**config.mk**
```make
export PLATFORM = sky130hd
export DESIGN_NAME = irq_router
export DESIGN_NICKNAME = d
export VERILOG_FILES = /design/src/rtl/irq_router_pkg.sv /design/src/rtl/src_gate.sv /design/src/rtl/ctx_pick.sv /design/src/rtl/irq_router.sv
export SDC_FILE = /design/constraint.sdc
export NUM_CORES = 1
export LEC_CHECK = 0
export ABC_AREA = 1
export BUFFER_PORTS_ARGS = -buffer_cell sky130_fd_sc_hd__buf_2
export CAP_MARGIN = 20
export CORE_MARGIN = 2
export CORE_UTILIZATION = 40
export CTS_BUF_LIST = sky130_fd_sc_hd__clkbuf_4 sky130_fd_sc_hd__clkbuf_8
export CTS_CLUSTER_SIZE = 40
export DETAILED_ROUTE_END_ITERATION = 7
export GPL_ROUTABILITY_DRIVEN = 0
export PLACE_DENSITY_LB_ADDON = 0.08
export REMOVE_ABC_BUFFERS = 1
export SYNTH_ARGS = -nofsm -noshare
export SYNTH_HDL_FRONTEND = slang
export SYNTH_SLANG_ARGS = --single-unit
export TNS_END_PERCENT = 1
```
**constraint.sdc**
```tcl
create_clock -name clk -period 58.9 [get_ports clk]
set_clock_uncertainty 0.15 [all_clocks]
set_input_delay 5.89 -clock clk [delete_from_list [all_inputs] [get_ports clk]]
set_output_delay 5.89 -clock clk [all_outputs]
set_load 0.03 [all_outputs]
```
**src/rtl/irq_router_pkg.sv**
```systemverilog
package irq_router_pkg;

  typedef enum logic [1:0] {
    RGN_NONE,
    RGN_PRIO,
    RGN_ENABLE,
    RGN_CTX
  } region_e;

  localparam logic [31:0] EN_BASE    = 32'h0000_2000;
  localparam logic [31:0] EN_STRIDE  = 32'h0000_0080;
  localparam logic [31:0] CTX_BASE   = 32'h0020_0000;
  localparam logic [31:0] CTX_STRIDE = 32'h0000_1000;
  localparam logic [31:0] CTX_THR    = 32'h0000_0000;
  localparam logic [31:0] CTX_CLAIM  = 32'h0000_0004;

endpackage

```
**src/rtl/src_gate.sv**
```systemverilog
module src_gate #(
  parameter bit EDGE = 1'b0
) (
  input  logic clk,
  input  logic rst_n,
  input  logic raw,
  input  logic claim,
  input  logic complete,
  output logic pend
);

  logic prev_q, infl_q, seen_q, pend_q;
  logic rise, trig;

  assign rise = raw & ~prev_q;
  assign trig = EDGE ? rise : raw;
  assign pend = pend_q;

  always_ff @(posedge clk) begin
    if (!rst_n) begin
      prev_q <= 1'b0;
      infl_q <= 1'b0;
      seen_q <= 1'b0;
      pend_q <= 1'b0;
    end else begin
      prev_q <= raw;
      if (claim) begin
        pend_q <= 1'b0;
        infl_q <= 1'b1;
        seen_q <= EDGE & rise;
      end else if (complete && infl_q) begin
        infl_q <= 1'b0;
        pend_q <= EDGE ? (seen_q | rise) : raw;
        seen_q <= 1'b0;
      end else if (!infl_q) begin
        if (trig) pend_q <= 1'b1;
      end else if (EDGE && rise) begin
        seen_q <= 1'b1;
      end
    end
  end

  // a claim only lands on a pending source and clears it
  assert_claim_on_pending_R7: assert property (@(posedge clk) disable iff (!rst_n)
    claim |-> pend_q);
  assert_claim_clears_R7: assert property (@(posedge clk) disable iff (!rst_n)
    claim |=> !pend_q);
  // in flight without completion keeps the source from pending
  assert_inflight_blocks_R8: assert property (@(posedge clk) disable iff (!rst_n)
    (infl_q && !complete) |=> !pend_q);

endmodule

```
**src/rtl/ctx_pick.sv**
```systemverilog
module ctx_pick #(
  parameter int NUM_SRC = 31,
  parameter int PRIO_W  = 3,
  parameter int ID_W    = 5
) (
  input  logic                          clk,
  input  logic                          rst_n,
  input  logic [NUM_SRC:0]              pend,
  input  logic [NUM_SRC:0]              en,
  input  logic [(NUM_SRC+1)*PRIO_W-1:0] prio_flat,
  input  logic [PRIO_W-1:0]             thr,
  output logic [ID_W-1:0]               win_id,
  output logic                          irq
);

  logic [PRIO_W-1:0] win_pri;
  logic              irq_q;

  always_comb begin
    win_id  = '0;
    win_pri = '0;
    for (int i = 1; i <= NUM_SRC; i++) begin
      if (pend[i] && en[i] && (prio_flat[i*PRIO_W +: PRIO_W] > thr) &&
          (prio_flat[i*PRIO_W +: PRIO_W] > win_pri)) begin
        win_id  = ID_W'(i);
        win_pri = prio_flat[i*PRIO_W +: PRIO_W];
      end
    end
  end

  always_ff @(posedge clk) begin
    if (!rst_n) irq_q <= 1'b0;
    else        irq_q <= (win_id != '0);
  end

  assign irq = irq_q;

  // request follows eligibility one cycle later
  assert_irq_rise_R5: assert property (@(posedge clk) disable iff (!rst_n)
    (win_id != '0) |=> irq_q);
  assert_irq_fall_R5: assert property (@(posedge clk) disable iff (!rst_n)
    (win_id == '0) |=> !irq_q);
  // maximum threshold silences the context
  assert_thr_max_blocks_R6: assert property (@(posedge clk) disable iff (!rst_n)
    (thr == '1) |=> !irq_q);

endmodule

```
**src/rtl/irq_router.sv**
```systemverilog
module irq_router
  import irq_router_pkg::*;
#(
  parameter int NUM_SRC    = 31,
  parameter int NUM_CTX    = 2,
  parameter int PRIO_W     = 3,
  parameter int ADDR_W     = 22,
  parameter int EDGE_FIRST = 16
) (
  input  logic               clk,
  input  logic               rst_n,
  input  logic [NUM_SRC-1:0] src_irq,
  input  logic               req_valid,
  output logic               req_ready,
  input  logic               req_we,
  input  logic [ADDR_W-1:0]  req_addr,
  input  logic [31:0]        req_wdata,
  output logic               rsp_valid,
  output logic [31:0]        rsp_rdata,
  output logic [NUM_CTX-1:0] ctx_irq
);

  localparam int ID_W     = $clog2(NUM_SRC + 1);
  localparam int CTX_W    = (NUM_CTX > 1) ? $clog2(NUM_CTX) : 1;
  localparam int EN_WORDS = (NUM_SRC + 32) / 32;

  logic [PRIO_W-1:0]            prio_q [NUM_SRC+1];
  logic [NUM_SRC:0]             en_q   [NUM_CTX];
  logic [PRIO_W-1:0]            thr_q  [NUM_CTX];
  logic [ID_W-1:0]              best_id[NUM_CTX];
  logic [(NUM_SRC+1)*PRIO_W-1:0] prio_flat;
  logic [NUM_SRC:0]             pend, claim_v, done_v;

  region_e          rgn;
  logic [CTX_W-1:0] ctx_idx;
  logic [ID_W-1:0]  src_idx;
  int               word_idx;
  logic             is_claim;
  logic [31:0]      a_ext, off, rd_val;
  logic             acc;

  assign req_ready = 1'b1;
  assign acc       = req_valid;
  assign a_ext     = 32'(req_addr);

  // Address decode
  always_comb begin
    rgn      = RGN_NONE;
    ctx_idx  = '0;
    src_idx  = '0;
    word_idx = 0;
    is_claim = 1'b0;
    off      = '0;
    if (a_ext[1:0] == 2'b00) begin
      if (a_ext < EN_BASE) begin
        if (a_ext < 32'(4 * (NUM_SRC + 1))) begin
          rgn     = RGN_PRIO;
          src_idx = ID_W'(a_ext >> 2);
        end
      end else if (a_ext < CTX_BASE) begin
        off      = a_ext - EN_BASE;
        word_idx = int'((off % EN_STRIDE) >> 2);
        if ((off / EN_STRIDE) < 32'(NUM_CTX) && word_idx < EN_WORDS) begin
          rgn     = RGN_ENABLE;
          ctx_idx = CTX_W'(off / EN_STRIDE);
        end
      end else begin
        off = a_ext - CTX_BASE;
        if ((off / CTX_STRIDE) < 32'(NUM_CTX) &&
            ((off % CTX_STRIDE) == CTX_THR || (off % CTX_STRIDE) == CTX_CLAIM)) begin
          rgn      = RGN_CTX;
          ctx_idx  = CTX_W'(off / CTX_STRIDE);
          is_claim = ((off % CTX_STRIDE) == CTX_CLAIM);
        end
      end
    end
  end

  // Read mux
  always_comb begin
    rd_val = '0;
    case (rgn)
      RGN_PRIO:   rd_val = 32'(prio_q[src_idx]);
      RGN_ENABLE: begin
        for (int i = 0; i <= NUM_SRC; i++)
          if (i / 32 == word_idx) rd_val[i % 32] = en_q[ctx_idx][i];
      end
      RGN_CTX:    rd_val = is_claim ? 32'(best_id[ctx_idx]) : 32'(thr_q[ctx_idx]);
      default:    rd_val = '0;
    endcase
  end

  // Claim and completion strobes
  always_comb begin
    claim_v = '0;
    done_v  = '0;
    if (acc && rgn == RGN_CTX && is_claim) begin
      if (!req_we) begin
        if (best_id[ctx_idx] != '0) claim_v[best_id[ctx_idx]] = 1'b1;
      end else if (req_wdata != '0 && req_wdata <= 32'(NUM_SRC)) begin
        if (en_q[ctx_idx][req_wdata[ID_W-1:0]]) done_v[req_wdata[ID_W-1:0]] = 1'b1;
      end
    end
  end

  // Configuration registers
  always_ff @(posedge clk) begin
    if (!rst_n) begin
      for (int i = 0; i <= NUM_SRC; i++) prio_q[i] <= '0;
      for (int c = 0; c < NUM_CTX; c++) begin
        en_q[c]  <= '0;
        thr_q[c] <= '0;
      end
    end else if (acc && req_we) begin
      case (rgn)
        RGN_PRIO: if (src_idx != '0) prio_q[src_idx] <= req_wdata[PRIO_W-1:0];
        RGN_ENABLE: begin
          for (int i = 1; i <= NUM_SRC; i++)
            if (i / 32 == word_idx) en_q[ctx_idx][i] <= req_wdata[i % 32];
        end
        RGN_CTX: if (!is_claim) thr_q[ctx_idx] <= req_wdata[PRIO_W-1:0];
        default: ;
      endcase
    end
  end

  // Read response
  always_ff @(posedge clk) begin
    if (!rst_n) begin
      rsp_valid <= 1'b0;
      rsp_rdata <= '0;
    end else begin
      rsp_valid <= acc && !req_we;
      if (acc && !req_we) rsp_rdata <= rd_val;
    end
  end

  // Source gateways
  assign pend[0] = 1'b0;
  generate
    for (genvar s = 1; s <= NUM_SRC; s++) begin : g_gate
      src_gate #(.EDGE(s >= EDGE_FIRST)) u_gate (
        .clk     (clk),
        .rst_n   (rst_n),
        .raw     (src_irq[s-1]),
        .claim   (claim_v[s]),
        .complete(done_v[s]),
        .pend    (pend[s])
      );
    end
    for (genvar s = 0; s <= NUM_SRC; s++) begin : g_flat
      assign prio_flat[s*PRIO_W +: PRIO_W] = prio_q[s];
    end
    for (genvar c = 0; c < NUM_CTX; c++) begin : g_ctx
      ctx_pick #(.NUM_SRC(NUM_SRC), .PRIO_W(PRIO_W), .ID_W(ID_W)) u_pick (
        .clk      (clk),
        .rst_n    (rst_n),
        .pend     (pend),
        .en       (en_q[c]),
        .prio_flat(prio_flat),
        .thr      (thr_q[c]),
        .win_id   (best_id[c]),
        .irq      (ctx_irq[c])
      );
    end
  endgenerate

  // every accepted read is answered on the next cycle
  assert_read_answered_R14: assert property (@(posedge clk) disable iff (!rst_n)
    (req_valid && !req_we) |=> rsp_valid);
  assert_write_silent_R14: assert property (@(posedge clk) disable iff (!rst_n)
    !(req_valid && !req_we) |=> !rsp_valid);

endmodule

```
==> results.yml <==
status:
  status: "complete, no violations"
clock_tree:
  cts_buffers: 57
  cts_tree: "done"
  root_buffer: "clkbuf_8"
  path_clk_slew_ns: 0.06
  insertion_delay_ns: 0.69
  cts_max_level: 2
  cts_sinks: 293
  clock_path_buffers: 3
  ctsResizeCount: 0
  hold_buffers: 0
  post_cts.repair.setup_buffers: 0
yosys:
  synth_top_area_cell: "edfxtp_1"
  yosysWarnings: 0
  synth_edf_count: 164
  yosys-top-cells-count: "nand2_1 (635), nor2_1 (348), inv_1 (345)"
  synth_ff_type: "edfxtp_1"
  ys_seq_area_frac: 0.290
  syn_area_um2: 25900
  synth_top_area_frac: 0.190
  ys_ff_latch: 293
  syn_area_per_cell_um2: 7.59
  postSynth.asyncResetShare: 0
  yosysUniqueCellTypes: 75
  synth_most_common_cell: "nand2_1"
  synth_area_leaders: "edfxtp_1 (19%), ha_1 (13%), dfxtp_1 (10%)"
  netlist_instances: 3413
worst_hold_path:
  min_from: "rsp_rdata[3]"
  hold_class: "flip-flop to flip-flop"
global_routing:
  antenna_found_initial: 3
  grt.overflow.total: 0
  grt_pass1_wl_mm: 151
  grt_pass1_vias: 24979
  grt_max_degree: 66
  grt_usage: 0.300
route:
  drc: 0
  drt_iter0_drc: 2159
  vias_per_cell: 5.72
  dr.pass1.iters: 6
  vias: 25621
  antenna_left: 0
  wl_per_cell_um: 22.6
  wirelength_mm: 101
setup_path:
  crit_path_max_incr_delay_ns: 0.76
  cp-startpoint: "thr_q[1][1]"
  r2r_start: "thr_q[1][1]"
  start_kind: "flip-flop"
  endpoint_kind: "flip-flop"
  arrival_ns: 38.32
  critPathRequiredTime_ns: 59.33
  cp_common_cell: "o21ai_0"
  critPathKind: "flip-flop to flip-flop"
  cpMaxStageDelayCell: "inv_1"
  critPathMaxFanout: 18
timing:
  whs_ns: 0.311
  setup_viol: 0
  setup_tns_ns: 0
  rsz0062_at_grt: "no"
  finalCriticalPeriod_ns: 37.89
  drv_slew: 0
  tightest_slew_ns: 1.22
  fmaxAchievable_mhz: 26.4
  relSlewSlack: 0.181
  final-hold-violation-count: 0
  finalCritPeriodShare: 0.643
cells_and_area:
  nFillCells: 6582
  syn_to_final_growth_pct: 11.1
  drive_above_1_share: 0.197
  final_core_util: 0.448
  nets: 3934
power:
  comb_power_share: 0.377
  total_power_w: 0.000731
  clkPwrFrac: 0.302
  p_seq_frac: 0.322
  p_per_area_nw_per_um2: 25.4
  switching_share: 0.395
  p_leak_nw: 13.7
  p_int_w: 0.000443
  p_switching_w: 0.000289
  ir_worst_vdd_uv: 17.3
die:
  fp.dieW_um: 258
  core_area_um2: 64200
  dieArea_um2: 66800
  start_util: 0.403
  boundaryPins: 125
  rows: 93
  die_height_um: 258
job:
  max-cap-violations: 0
placed_design:
  dp.final_hpwl_mm: 77.5
  numPortBuffers: 123
-- worst paths after layout --
path,cells after the start,endpoint,slack [ns]
setup reg to reg,207,g_gate[10].u_gate.pend,21.01
hold / removal,2,rsp_rdata[3],0.31
hold reg to reg,2,rsp_rdata[3],0.31
setup / recovery,207,g_gate[10].u_gate.pend,21.01
-- per-stage QoR --
stage	setup WS, ns	cell area (µm²)	cells
after floorplan	25.97	25600	3362
after global placement	21.56	27500	4372
after detailed placement	21.05	27500	4374
after CTS	20.94	28700	4478
after global routing	17.69	28800	4481
final	21.01	28800	4481
-- final cells by class --
cell class	count	area (µm²)	share of cell area
antenna	1	2.50	0.0000869
clock buffer	86	1030	0.0359
clock inverter	18	169	0.00587
inverter	398	1550	0.0537
multi-input combinational	2671	16500	0.575
sequential	293	7510	0.261
tap	855	1070	0.0372
timing repair buffer	159	913	0.0317
-- power groups by stage --
stage	sequential, W	clock [W]	combinational (W)
2_1_floorplan	0.000235	0	0.000203
3_3_place_gp	0.000239	0	0.000264
3_5_place_dp	0.000239	0	0.000272
4_1_cts	0.000235	0.000225	0.000273
5_1_grt	0.000236	0.000234	0.000305
6_report	0.000235	0.000221	0.000275
-- logic make-up (layout without fill, tap and decap cells) --
group	Yosys count	count (layout)	share of synthesized area
simple gates	1755	1755	0.353
flops	293	293	0.290
other cells	2	5	0.000290
mux	17	17	0.00657
buf+inv	451	661	0.0727
compound gates	627	627	0.149
xor+xnor	3	3	0.00101
fa+ha+maj	265	265	0.128
-- placed cells by master (no fill, tap or decap), types with 86 or more instances in the layout --
master,count
nand2_1,632
nor2_1,347
inv_1,345
ha_1,265
nand3_1,245
o21ai_0,227
a21oi_1,177
edfxtp_1,164
nand2_2,135
dfxtp_1,129
buf_2,122
nand3_2,86
-- state kept, by name, indices dropped and copies added (netlist names) --
name,count
g_ctx.u_pick.irq,2
en_q,62
prio_q,96
g_gate.u_gate.infl_q,31
rsp_rdata,32
g_gate.u_gate.pend,31
thr_q,6
g_gate.u_gate.prev_q,16
rsp_valid,1
g_gate.u_gate.seen_q,16
-- metal layers --
metal  up-vias  global-route usage  part of all wire
met1     12202               0.380              0.42
li1      12214                   -                 -
met4         2               0.135             0.047
met5         -                   0          0.000099
met2       984               0.500              0.46
met3       219              0.0488             0.072
-- worst max-delay path: cells and delay by family (launching register included) --
family | cells | cell delay (ns)
simple gates | 101 | 11.75
compound gates | 60 | 13.82
buf+inv | 15 | 2.43
fa+ha+maj | 31 | 9.18
flops | 1 | 0.35
(Power assumes the default switching activity.)
